File: config.mk
export PLATFORM = sky130hd
export DESIGN_NAME = lbus_arbiter
export DESIGN_NICKNAME = d
export VERILOG_FILES = /design/src/rtl/lbus_arb_pkg.sv /design/src/rtl/lbus_arb_ctrl.sv /design/src/rtl/lbus_host_dp.sv /design/src/rtl/lbus_arbiter.sv
export SDC_FILE = /design/constraint.sdc
export NUM_CORES = 1
export LEC_CHECK = 0
export BUFFER_PORTS_ARGS = -buffer_cell sky130_fd_sc_hd__buf_2
export CAP_MARGIN = 30
export CORE_AREA = 2 2 98 100
export DETAILED_ROUTE_END_ITERATION = 16
export DIE_AREA = 0 0 100 102
export GPL_TIMING_DRIVEN = 0
export HOLD_SLACK_MARGIN = 0.06
export PLACE_DENSITY = 0.65
export SLEW_MARGIN = 30
export SYNTH_ARGS = -nofsm -noshare
export SYNTH_HDL_FRONTEND = slang
export SYNTH_HIERARCHICAL = 1
export SYNTH_SLANG_ARGS = --single-unit
export TNS_END_PERCENT = 10
File: constraint.sdc
create_clock -name clk -period 3 [get_ports clk]
set_input_delay 0.3 -clock clk [delete_from_list [all_inputs] [get_ports clk]]
set_output_delay 0.3 -clock clk [all_outputs]
set_load 0.01 [all_outputs]
File: src/rtl/lbus_arb_pkg.sv
package lbus_arb_pkg;

  localparam int LANE_W = 8;
  localparam int DATA_W = 2 * LANE_W;

  typedef enum logic [2:0] {
    S_IDLE,
    S_PROC_OWNS,
    S_WAIT_RELEASE,
    S_HOST_CYCLE,
    S_REGRANT_CHECK
  } arbState_t;

  // control -> datapath
  typedef struct packed {
    logic doLocal;  // complete the pending access without the bus
    logic doBus;    // run the pending access on the local bus now
  } arbStrobe_t;

  // datapath -> control
  typedef struct packed {
    logic pendValid;
    logic needsBus;
  } dpStatus_t;

endpackage

File: src/rtl/lbus_arb_ctrl.sv
module lbus_arb_ctrl
  import lbus_arb_pkg::*;
#(
  parameter int RELEASE_LIMIT = 16
) (
  input  logic       clk,
  input  logic       rstN,
  input  logic       procReq,
  input  logic       procBusAck,
  input  logic       procDmaActive,
  input  dpStatus_t  dpStat,
  output arbStrobe_t strobe,
  output logic       procGrant,
  output logic       procRelinquish,
  output logic       releaseTimeout
);

  localparam int CNT_W = $clog2(RELEASE_LIMIT + 1);
  localparam logic [CNT_W-1:0] CNT_LAST = CNT_W'(RELEASE_LIMIT - 1);

  arbState_t       state, nextState;
  logic            preempted;
  logic [CNT_W-1:0] waitCnt;
  logic            hostWantsBus;

  assign hostWantsBus = dpStat.pendValid & dpStat.needsBus;

  always_comb begin
    nextState = state;
    unique case (state)
      S_IDLE: begin
        if (hostWantsBus)      nextState = S_HOST_CYCLE;
        else if (procReq)      nextState = S_PROC_OWNS;
      end
      S_PROC_OWNS: begin
        if (hostWantsBus)      nextState = S_WAIT_RELEASE;
        else if (!procReq)     nextState = S_IDLE;
      end
      S_WAIT_RELEASE: begin
        if (!procBusAck)       nextState = S_HOST_CYCLE;
      end
      S_HOST_CYCLE: begin
        nextState = preempted ? S_REGRANT_CHECK : S_IDLE;
      end
      S_REGRANT_CHECK: begin
        nextState = procDmaActive ? S_PROC_OWNS : S_IDLE;
      end
      default: nextState = S_IDLE;
    endcase
  end

  always_ff @(posedge clk) begin
    if (!rstN) begin
      state          <= S_IDLE;
      preempted      <= 1'b0;
      waitCnt        <= '0;
      releaseTimeout <= 1'b0;
    end else begin
      state <= nextState;
      if (state == S_PROC_OWNS && hostWantsBus)
        preempted <= 1'b1;
      else if (state == S_REGRANT_CHECK)
        preempted <= 1'b0;
      if (state == S_WAIT_RELEASE && procBusAck) begin
        if (waitCnt == CNT_LAST) releaseTimeout <= 1'b1;
        else                     waitCnt <= waitCnt + 1'b1;
      end else begin
        waitCnt <= '0;
      end
    end
  end

  assign strobe.doLocal  = dpStat.pendValid & ~dpStat.needsBus;
  assign strobe.doBus    = (state == S_HOST_CYCLE);
  assign procGrant       = (state == S_PROC_OWNS);
  assign procRelinquish  = (state == S_WAIT_RELEASE);

endmodule

File: src/rtl/lbus_host_dp.sv
module lbus_host_dp
  import lbus_arb_pkg::*;
#(
  parameter int ADDR_W = 4,
  parameter logic [(1<<(ADDR_W-1))-1:0] STAGED_MASK = 'b111,
  parameter int unsigned CFG_WORD = 7,
  parameter logic [DATA_W-1:0] CFG_RESET = '0
) (
  input  logic              clk,
  input  logic              rstN,
  input  logic              hostReq,
  input  logic              hostWrite,
  input  logic              hostByte,
  input  logic [ADDR_W-1:0] hostAddr,
  input  logic [DATA_W-1:0] hostWdata,
  output logic [DATA_W-1:0] hostRdata,
  output logic              hostDone,
  input  arbStrobe_t        strobe,
  output dpStatus_t         dpStat,
  output logic              lbStrobe,
  output logic              lbWrite,
  output logic [ADDR_W-1:0] lbAddr,
  output logic [1:0]        lbByteEn,
  output logic [DATA_W-1:0] lbWdata,
  input  logic [DATA_W-1:0] lbRdata
);

  localparam int WIDX_W = ADDR_W - 1;
  localparam logic [WIDX_W-1:0] CFG_IDX = WIDX_W'(CFG_WORD);
  localparam logic [LANE_W-1:0] ZERO_LANE = '0;

  logic              pendValid, pendWrite, pendByte, pendOdd;
  logic [WIDX_W-1:0] pendWord;
  logic [DATA_W-1:0] pendWdata;
  logic [LANE_W-1:0] wrStage, rdStage;
  logic [DATA_W-1:0] cfgReg;

  logic isCfg, isStaged, stageOddWr, stageEvenRd;
  logic [DATA_W-1:0] cfgRead, busReturn;

  assign isCfg       = (pendWord == CFG_IDX);
  assign isStaged    = STAGED_MASK[pendWord] & ~isCfg;
  assign stageOddWr  = isStaged & pendByte &  pendWrite &  pendOdd;
  assign stageEvenRd = isStaged & pendByte & ~pendWrite & ~pendOdd;

  assign dpStat.pendValid = pendValid;
  assign dpStat.needsBus  = ~(isCfg | stageOddWr | stageEvenRd);

  // lane selection for host byte returns (big-endian: even offset is high lane)
  always_comb begin
    if (!pendByte)    cfgRead = cfgReg;
    else if (pendOdd) cfgRead = {ZERO_LANE, cfgReg[LANE_W-1:0]};
    else              cfgRead = {ZERO_LANE, cfgReg[DATA_W-1:LANE_W]};
    if (!pendByte)    busReturn = lbRdata;
    else if (pendOdd) busReturn = {ZERO_LANE, lbRdata[LANE_W-1:0]};
    else              busReturn = {ZERO_LANE, lbRdata[DATA_W-1:LANE_W]};
  end

  always_comb begin
    if (!pendByte)     lbWdata = pendWdata;
    else if (isStaged) lbWdata = {pendWdata[LANE_W-1:0], wrStage};
    else if (pendOdd)  lbWdata = {ZERO_LANE, pendWdata[LANE_W-1:0]};
    else               lbWdata = {pendWdata[LANE_W-1:0], ZERO_LANE};
    if (!pendByte || isStaged) lbByteEn = 2'b11;
    else if (pendOdd)          lbByteEn = 2'b01;
    else                       lbByteEn = 2'b10;
  end

  assign lbStrobe = strobe.doBus;
  assign lbWrite  = strobe.doBus & pendWrite;
  assign lbAddr   = {pendWord, 1'b0};

  always_ff @(posedge clk) begin
    if (!rstN) begin
      pendValid <= 1'b0;
      pendWrite <= 1'b0;
      pendByte  <= 1'b0;
      pendOdd   <= 1'b0;
      pendWord  <= '0;
      pendWdata <= '0;
      wrStage   <= '0;
      rdStage   <= '0;
      cfgReg    <= CFG_RESET;
      hostRdata <= '0;
      hostDone  <= 1'b0;
    end else begin
      hostDone <= strobe.doLocal | strobe.doBus;
      if (hostReq && !pendValid) begin
        pendValid <= 1'b1;
        pendWrite <= hostWrite;
        pendByte  <= hostByte;
        pendOdd   <= hostAddr[0];
        pendWord  <= hostAddr[ADDR_W-1:1];
        pendWdata <= hostWdata;
      end else if (strobe.doLocal || strobe.doBus) begin
        pendValid <= 1'b0;
      end

      if (strobe.doLocal) begin
        if (isCfg) begin
          if (!pendWrite)    hostRdata <= cfgRead;
          else if (!pendByte) cfgReg <= pendWdata;
          else if (pendOdd)  cfgReg[LANE_W-1:0] <= pendWdata[LANE_W-1:0];
          else               cfgReg[DATA_W-1:LANE_W] <= pendWdata[LANE_W-1:0];
        end else if (pendWrite) begin
          wrStage <= pendWdata[LANE_W-1:0];
        end else begin
          hostRdata <= {ZERO_LANE, rdStage};
        end
      end

      if (strobe.doBus && !pendWrite) begin
        hostRdata <= busReturn;
        if (isStaged && pendByte && pendOdd)
          rdStage <= lbRdata[DATA_W-1:LANE_W];
      end
    end
  end

endmodule

File: src/rtl/lbus_arbiter.sv
module lbus_arbiter
  import lbus_arb_pkg::*;
#(
  parameter int ADDR_W = 4,
  parameter logic [(1<<(ADDR_W-1))-1:0] STAGED_MASK = 'b111,
  parameter int unsigned CFG_WORD = 7,
  parameter logic [DATA_W-1:0] CFG_RESET = '0,
  parameter int RELEASE_LIMIT = 16
) (
  input  logic              clk,
  input  logic              rstN,
  input  logic              procReq,
  input  logic              procBusAck,
  input  logic              procDmaActive,
  output logic              procGrant,
  output logic              procRelinquish,
  input  logic              hostReq,
  input  logic              hostWrite,
  input  logic              hostByte,
  input  logic [ADDR_W-1:0] hostAddr,
  input  logic [DATA_W-1:0] hostWdata,
  output logic [DATA_W-1:0] hostRdata,
  output logic              hostDone,
  output logic              lbStrobe,
  output logic              lbWrite,
  output logic [ADDR_W-1:0] lbAddr,
  output logic [1:0]        lbByteEn,
  output logic [DATA_W-1:0] lbWdata,
  input  logic [DATA_W-1:0] lbRdata,
  output logic              releaseTimeout
);

  arbStrobe_t strobe;
  dpStatus_t  dpStat;

  lbus_arb_ctrl #(
    .RELEASE_LIMIT(RELEASE_LIMIT)
  ) u_ctrl (
    .clk            (clk),
    .rstN           (rstN),
    .procReq        (procReq),
    .procBusAck     (procBusAck),
    .procDmaActive  (procDmaActive),
    .dpStat         (dpStat),
    .strobe         (strobe),
    .procGrant      (procGrant),
    .procRelinquish (procRelinquish),
    .releaseTimeout (releaseTimeout)
  );

  lbus_host_dp #(
    .ADDR_W      (ADDR_W),
    .STAGED_MASK (STAGED_MASK),
    .CFG_WORD    (CFG_WORD),
    .CFG_RESET   (CFG_RESET)
  ) u_dp (
    .clk       (clk),
    .rstN      (rstN),
    .hostReq   (hostReq),
    .hostWrite (hostWrite),
    .hostByte  (hostByte),
    .hostAddr  (hostAddr),
    .hostWdata (hostWdata),
    .hostRdata (hostRdata),
    .hostDone  (hostDone),
    .strobe    (strobe),
    .dpStat    (dpStat),
    .lbStrobe  (lbStrobe),
    .lbWrite   (lbWrite),
    .lbAddr    (lbAddr),
    .lbByteEn  (lbByteEn),
    .lbWdata   (lbWdata),
    .lbRdata   (lbRdata)
  );

endmodule

==> out/metrics.yaml, run 1 <==
synth_edf_count: 0
grt_pass1_vias: 3362
clock_skew_ps: 12.2
coreArea_um2: 9110
die_x_um: 100
path_buf_inv: 2
placed_area_um2: 4550
insertion_delay_ps: 340
cts_buffer_depth: 2
gp_congestion: 0.822
start_kind: "register"
cp_common_cell: "clkbuf_1"
cts.clk_slew.worst_paths_ps: 90
worst_pin_slew_ps: 651
setup_viol: 0
die_h_um: 102
worstHoldPathType: "input pin to register"
syn_nets: 509
drive_gt1_frac: 0.211
grt.overflow.total: 0
wl_per_cell_um: 15.0
peakVddDrop_v: 0.000236
critPathArrivalTime_ps: 2900
setup_slack_ps: 330
die-area_um2: 10200
dpl_worst_slack_ps: 55.6
synth-seq-area-share: 0.417
setup-tns-final_ps: 0
wl_mm: 10.1
clock-sinks: 83
maxCapViolCount: 0
start_util: 0.437
grt_usage: 0.206
final_antenna_net_count: 0
yosys-top-cells-count: "nand2_1, dfxtp_1, mux2i_1, a21boi_0, o21ai_0"
root_buffer: "clkbuf_8"
slew_headroom: 0.566
yosys_warnings: 6
critical_path_class: "register to register"
design_area_um2: 4760
crit_slowest_cell: "dfxtp_1"
drtIter0Drc: 197
slew_violations: 0
via_count: 3454
h-tree-depth: 3
ys_types: 38
synth.avg_cell_area_um2: 8.60
yosysTopAreaCell: "dfxtp_1"
drc: 0
cts_made_buffers: 9
antenna_cells: 0
row_count: 35
critical-path-top-delay-family: "compound AO/OA/AOI/OAI gates"
grt_pass1_wl_mm: 16.6
synth_top_area_frac: 0.417
viasPerCell: 5.12
fin_crit_sh: 0.890
fmax_mhz: 374
tritoncts: "yes"
synthCells: 463
nets: 606
synth_ff_type: "dfxtp_1"
ios: 88
antenna_found_initial: 0
path_max_fanout: 10
status: "completed"
syn2layout_area_growth_pct: 19.5
p_per_area_nw_per_um2: 472
hpwlAfterDp_mm: 7.59
leakagePower_nw: 2.12
drt-pass1-iter-count: 4
crit_path_end_kind: "register"
final_hold_viol_count: 0
ys_ff_latch: 83
required_ps: 3230
synth_most_common_cell: "nand2_1"
crit_path_cell_trace: "clkbuf_1 -> xnor2_1 -> a31oi_1 -> nor2b_1 -> o21bai_2 -> nand2b_1 -> clkbuf_1 -> a211oi_1 -> o21a_1"
io_buffers: 86
rsz0062_at_grt: "false"
synth-async-reset-ratio: 0
fin_util: 0.522
synth_area_um2: 3980
synth_top_cells_by_area: "dfxtp_1, mux2i_1, nand2_1"
slowest_delay_ps: 430
grt_max_degree: 14
fin_crit_ps: 2670
==> worst reg2reg max path, cell delays in order, from the launching register on <==
cell	delay [ps]
dfxtp_1	430
clkbuf_1	370
xnor2_1	110
a31oi_1	300
nor2b_1	160
o21bai_2	390
nand2b_1	160
clkbuf_1	350
a211oi_1	100
o21a_1	190
==> area by class of cell <==
type,count,area (um^2)
flip-flops and latches,83,1660
clock buffers,11,151
fillers,924,4350
clock inverters,4,50.0
multi-input cells,341,2140
plain buffers,35,170
repair buffers,86,430
well taps,111,139
inverters,4,15.0
==> path summary, 6_finish.rpt <==
check	from	endpoint	slack, ps	cells past startpoint
min reg2reg	u_dp/wrStage[3]	u_dp/wrStage[3]	470	2
min	hostWdata[1]	u_dp/pendWdata[1]	200	3
max	u_dp/pendWrite	u_dp/hostRdata[7]	330	9
max reg2reg	u_dp/pendWrite	u_dp/hostRdata[7]	330	9
==> layer usage <==
layer  routed length, um  GRT usage  vias up  share of wire
met5                   0          0        -              0
met3                 538     0.0294        8          0.053
met2                4500      0.328       99           0.45
li1                    -          -     1774              -
met1                4980      0.292     1573           0.49
met4                  83     0.0590        0         0.0082
==> power breakdown <==
part / switching [W] / internal (W)
Sequential: 0.0000322 / 0.00113
Combinational: 0.000148 / 0.000114
Clock: 0.000395 / 0.000425
Total: 0.000576 / 0.00167
==> cells by family (layout without fill, tap and decap cells) <==
kind of cell	count (synthesis)	count (layout)	synth area share
fa+ha+maj	2	2	0.00629
flops	83	83	0.417
xor+xnor	4	4	0.00880
simple gates	185	185	0.227
mux	42	42	0.106
buf+inv	39	140	0.0462
other cells	1	1	0.000942
compound gates	107	107	0.188
==> through the flow <==
step                cells  total power (W)  hold WS (ps)
global route          675          0.00235           195
detailed placement    660          0.00145           447
CTS                   675          0.00226           186
global placement      660          0.00145           443
finish                675          0.00224           198
floorplan             463          0.00134           413
==> cell usage in the layout (no fill, tap or decap), types with 3 or more instances in the layout <==
| master | netlist | routed |
|---|---|---|
| a21oi_1 | 5 | 5 |
| a22o_1 | 8 | 8 |
| o21ai_0 | 25 | 25 |
| nor2_1 | 17 | 17 |
| o211a_1 | 8 | 8 |
| nor2b_1 | 23 | 23 |
| and3b_1 | 8 | 8 |
| a211oi_1 | 9 | 9 |
| clkbuf_1 | 23 | 22 |
| dfxtp_1 | 83 | 83 |
| a21boi_0 | 30 | 30 |
| inv_1 | 3 | 3 |
| buf_4 | 4 | 4 |
| o21a_1 | 8 | 8 |
| a31oi_1 | 9 | 9 |
| and3_1 | 6 | 6 |
| mux2i_1 | 42 | 42 |
| buf_2 | 6 | 92 |
| nand2b_1 | 5 | 5 |
| nand2_1 | 106 | 106 |
| and2_1 | 9 | 9 |
| nand3_1 | 4 | 4 |
| clkbuf_8 | 0 | 11 |
==> flip-flops by register name, summed over array words and instances (netlist names), 3 cells and up, named ones only <==
signal          cells
u_dp/pendWdata     16
u_dp/wrStage        8
u_dp/cfgReg        16
u_dp/pendWord       3
u_ctrl/waitCnt      5
u_dp/rdStage        8
u_dp/hostRdata     16
u_ctrl/state        3
==> repair_timing <==
action                                 CTS  global route
setup endpoints to repair                0            18
endpoints found under the hold margin    0             0
buffers inserted                         0             0
hold buffers                             0             0
gates resized for setup                  0             3
Note: power is estimated with default switching activity, not from simulation.
==> inputs of run 2 (changes only) <==
- PLACE_DENSITY: 0.65 -> 0.66
==> out/metrics.yaml, run 2 (synthesis gave the netlist of run 1 again) <==
cts_made_buffers: 9
syn2layout_area_growth_pct: 20.1
p_sw_frac: 0.248
worstHoldPathType: "input pin to register"
min_to: "u_dp/pendWdata[14]"
p_int_w: 0.00176
grt_max_degree: 14
leakagePower_nw: 2.13
rsz0062_at_grt: "true"
start_kind: "register"
final_hold_viol_count: 0
final_antenna_net_count: 0
pwr-share-clk: 0.390
drtIter0Drc: 153
grt_pass1_vias: 3355
fin_crit_ps: 2800
nets: 606
fin_util: 0.525
r2r_setup_slack_ps: 200
reg2reg_from: "u_dp/pendWord[1]"
tritoncts: "yes"
holdPathStages: 3
crit_path_cell_trace: "and3_1 -> buf_6 -> clkbuf_1 -> a31oi_1 -> nor2b_1 -> o21bai_2 -> nand2b_1 -> clkbuf_1 -> a211oi_1 -> o21a_1"
grt_usage: 0.206
fin_crit_sh: 0.935
slew_violations: 0
grt.overflow.total: 0
clock-sinks: 83
crit_slowest_cell: "o21bai_2"
row_count: 35
root_buffer: "clkbuf_8"
peakVddDrop_v: 0.000215
viasPerCell: 5.22
cts_setup_buffers: 0
hold_ws_ps: 193
cts.clk_slew.worst_paths_ps: 80
required_ps: 3250
coreArea_um2: 9110
cp_common_cell: "clkbuf_1"
stdcell_count: 676
start_util: 0.437
p_seq_frac: 0.497
worst_pin_slew_ps: 604
setup_viol: 0
fmax_mhz: 357
drt-pass1-iter-count: 4
die_h_um: 102
grt_pass1_wl_mm: 16.7
hpwlAfterDp_mm: 7.68
maxCapViolCount: 0
drive_gt1_frac: 0.209
rr_worst_depth: 10
mostFrequentLayoutCells: "nand2_1, buf_2, dfxtp_1"
critical_path_class: "register to register"
largest_registers: "u_dp/cfgReg (16), u_dp/hostRdata (16), u_dp/pendWdata (16)"
insertion_delay_ps: 350
drc: 0
p_per_area_nw_per_um2: 489
die_x_um: 100
mostFrequentLayoutCell: "nand2_1"
clock_skew_ps: 6.24
placed_area_um2: 4550
antenna_cells: 0
gp_congestion: 0.821
p_total_w: 0.00234
status: "completed"
via_count: 3530
h-tree-depth: 3
wl_per_cell_um: 15.1
ios: 88
cts_buffer_depth: 2
p_comb_frac: 0.113
antenna_found_initial: 0
min_from: "hostWdata[14]"
die-area_um2: 10200
design_area_um2: 4780
slew_headroom: 0.597
slowest_delay_ps: 390
p_sw_w: 0.000579
r2r-end: "u_dp/hostRdata[2]"
place_inst: 660
path_max_fanout: 10
crit_path_end_kind: "register"
io_buffers: 86
critPathArrivalTime_ps: 3050
wl_mm: 10.2
[run 2: changes by cell type in the layout (fill, tap and decap cells not counted), sizes merged]
cell	before	now
bufinv	1	2
clkbuf	34	35
clkinvlp	2	1
[run 2: worst max path at each step]
| stage | endpoint | cells after the start | startpoint | slack (ps) |
|---|---|---|---|---|
| after floorplan | u_dp/hostRdata[7] | 10 | u_dp/pendWord[1] | 730 |
| after global placement | u_dp/hostRdata[7] | 10 | u_dp/pendWord[1] | 110 |
| after detailed placement | u_dp/hostRdata[7] | 10 | u_dp/pendWord[1] | 50 |
| after CTS | u_dp/hostRdata[7] | 10 | u_dp/pendWord[1] | 20 |
| after global routing | u_dp/hostRdata[4] | 9 | u_dp/pendWrite | -0.2 |
| final | u_dp/hostRdata[2] | 10 | u_dp/pendWord[1] | 200 |
[run 2: what timing repair did]
action / 4_1_cts / 5_1_grt
hold buffers: 0 / 0
setup endpoints to repair: 0 / 16
resized for setup: 0 / 1
[run 2: critical path, delay by kind of cell, from the launching register on]
kind | cells | cell delay [ps]
simple gates | 3 | 520
flops | 1 | 330
buf+inv | 3 | 760
compound gates | 4 | 1080
[run 2: layer usage]
layer  vias up  global-route usage  part of all wire
li1       1783                   -                 -
met1      1643               0.274              0.48
met2        98               0.342              0.46
met3         6              0.0328             0.049
met4         0              0.0748            0.0083
met5         -                   0                 0
[run 2: layout make-up]
type                    instances  area (um^2)
plain buffers                  35          169
clock buffers                  12          155
clock inverters                 4         72.6
fillers                       908         4330
inverters                       4         15.0
multi-input cells             341         2140
flip-flops and latches         83         1660
well taps                     111          139
repair buffers                 86          430
[run 2: stage by stage]
| stage | setup WS (ps) | TNS (ps) |
|---|---|---|
| floorplan | 728 | 0 |
| global placement | 109 | 0 |
| detailed placement | 46.7 | 0 |
| CTS | 21.4 | 0 |
| global route | -0.164 | -0.164 |
| finish | 195 | 0 |
[run 2: power groups by stage]
| stage | Sequential, W | Clock [W] | Combinational [W] |
|---|---|---|---|
| CTS | 0.00116 | 0.000930 | 0.000265 |
| finish | 0.00116 | 0.000910 | 0.000265 |
| global placement | 0.00119 | 0 | 0.000259 |
| floorplan | 0.00118 | 0 | 0.000161 |
| global route | 0.00117 | 0.000970 | 0.000294 |
| detailed placement | 0.00119 | 0 | 0.000264 |
==> inputs of run 3 (changes only) <==
- GPL_TIMING_DRIVEN: 0 -> not set
==> out/metrics.yaml, run 3 (synthesis gave the netlist of run 1 again) <==
status: "completed"
nets: 579
crit_path_end_kind: "output pin"
final_hold_viol_count: 0
crit_path_cell_trace: "clkinv_1 -> a21oi_1 -> a22o_1 -> buf_2"
min_to: "u_dp/pendWdata[2]"
holdPathStages: 3
cts-resized-gates: 0
path_max_fanout: 10
slowest_delay_ps: 620
die_x_um: 100
p_per_area_nw_per_um2: 470
min_from: "hostWdata[2]"
worstHoldPathType: "input pin to register"
root_buffer: "clkbuf_8"
maxCapViolCount: 0
antenna_cells: 0
coreArea_um2: 9110
grt_pass1_wl_mm: 15.9
drive_gt1_frac: 0.205
path_buf_inv: 2
gp_congestion: 0.808
grt_usage: 0.198
insertion_delay_ps: 350
crit_slowest_cell: "a21oi_1"
cts.clk_slew.worst_paths_ps: 80
die_h_um: 102
seq_area_um2: 1660
drt-pass1-iter-count: 4
final_antenna_net_count: 0
r2r-end: "u_dp/hostRdata[7]"
grt_max_degree: 51
fmax_mhz: 422
p_total_w: 0.00217
mostFrequentLayoutCells: "nand2_1, buf_2, dfxtp_1"
setup-tns-final_ps: 0
cts-hold-fix-buffers: 0
io_buffers: 86
peakVddDrop_v: 0.000170
reg2reg_from: "u_dp/pendWrite"
start_util: 0.437
slew_headroom: 0.392
h-tree-depth: 3
hpwlAfterDp_mm: 6.86
cts_setup_buffers: 0
cts_buffer_depth: 2
mostFrequentLayoutCell: "nand2_1"
largest_registers: "u_dp/cfgReg (16), u_dp/hostRdata (16), u_dp/pendWdata (16)"
multiInputGateArea_um2: 2130
placed_area_um2: 4440
wl_mm: 9.70
start_kind: "register"
drtIter0Drc: 206
wl_per_cell_um: 15.0
viasPerCell: 5.25
leakagePower_nw: 2.06
grt_pass1_vias: 3175
slew_violations: 0
r2r_setup_slack_ps: 760
rsz0062_at_grt: "false"
ios: 88
rr_worst_depth: 8
drc: 0
grt.overflow.total: 0
fin_crit_sh: 0.790
required_ps: 2700
critical-path-top-delay-family: "compound AO/OA/AOI/OAI gates"
via_count: 3403
worst_pin_slew_ps: 912
row_count: 35
critical_path_class: "register to output pin"
cts_made_buffers: 9
fin_crit_ps: 2370
tritoncts: "yes"
syn2layout_area_growth_pct: 16.0
antenna_found_initial: 0
design_area_um2: 4620
nFillCells: 883
die-area_um2: 10200
clock-sinks: 83
critPathArrivalTime_ps: 2070
clock_skew_ps: 13.8
setup_viol: 0
hold_ws_ps: 195
run 3: cell count changes in the layout (fill, tap and decap cells not counted), sizes merged:
cell | before | now
buf | 98 | 94
bufinv | 2 | 1
clkbuf | 35 | 12
clkinv | 2 | 3
clkinvlp | 1 | 0
run 3: how the worst max path moves through the flow:
stage	start	to	depth (start not counted)
final	u_dp/pendByte	lbWdata[10]	4
after global routing	u_dp/pendByte	lbWdata[10]	4
after CTS	u_dp/pendByte	lbWdata[10]	4
after detailed placement	u_dp/pendWrite	u_dp/hostRdata[7]	8
after global placement	u_dp/pendWrite	u_dp/hostRdata[7]	8
after floorplan	u_dp/pendWord[1]	u_dp/hostRdata[7]	10
run 3: final cells by class:
type | instances | share of cell area
clock buffer | 12 | 0.0293
clock inverter | 3 | 0.00867
inverter | 4 | 0.00325
multi-input combinational | 341 | 0.462
sequential | 83 | 0.360
tap | 111 | 0.0301
timing repair buffer | 94 | 0.106
run 3: per-stage QoR:
| stage | std cells | setup slack (ps) | utilization |
|---|---|---|---|
| final | 648 | 629 | 0.507 |
| after global routing | 648 | 406 | 0.507 |
| after CTS | 648 | 618 | 0.507 |
| after detailed placement | 633 | 789 | 0.488 |
| after global placement | 633 | 888 | 0.488 |
| after floorplan | 463 | 728 | - |
run 3: tightest hold or removal path: stages:
cell and delay, ps:
buf_2 90, nand2_1 40, a21boi_0 60
run 3: power breakdown:
part           internal, W  switching, W  total [W]  leakage [nW]
clock             0.000379      0.000381   0.000761        0.0902
sequential         0.00113     0.0000377    0.00117         0.673
combinational     0.000107      0.000135   0.000242          1.29
total              0.00162      0.000554    0.00217          2.06
run 3: routing by layer:
layer	global-route usage	wire length (um)
met1	0.268	4680
met2	0.317	4370
met3	0.0513	517
met4	0.0527	127
met5	0	0
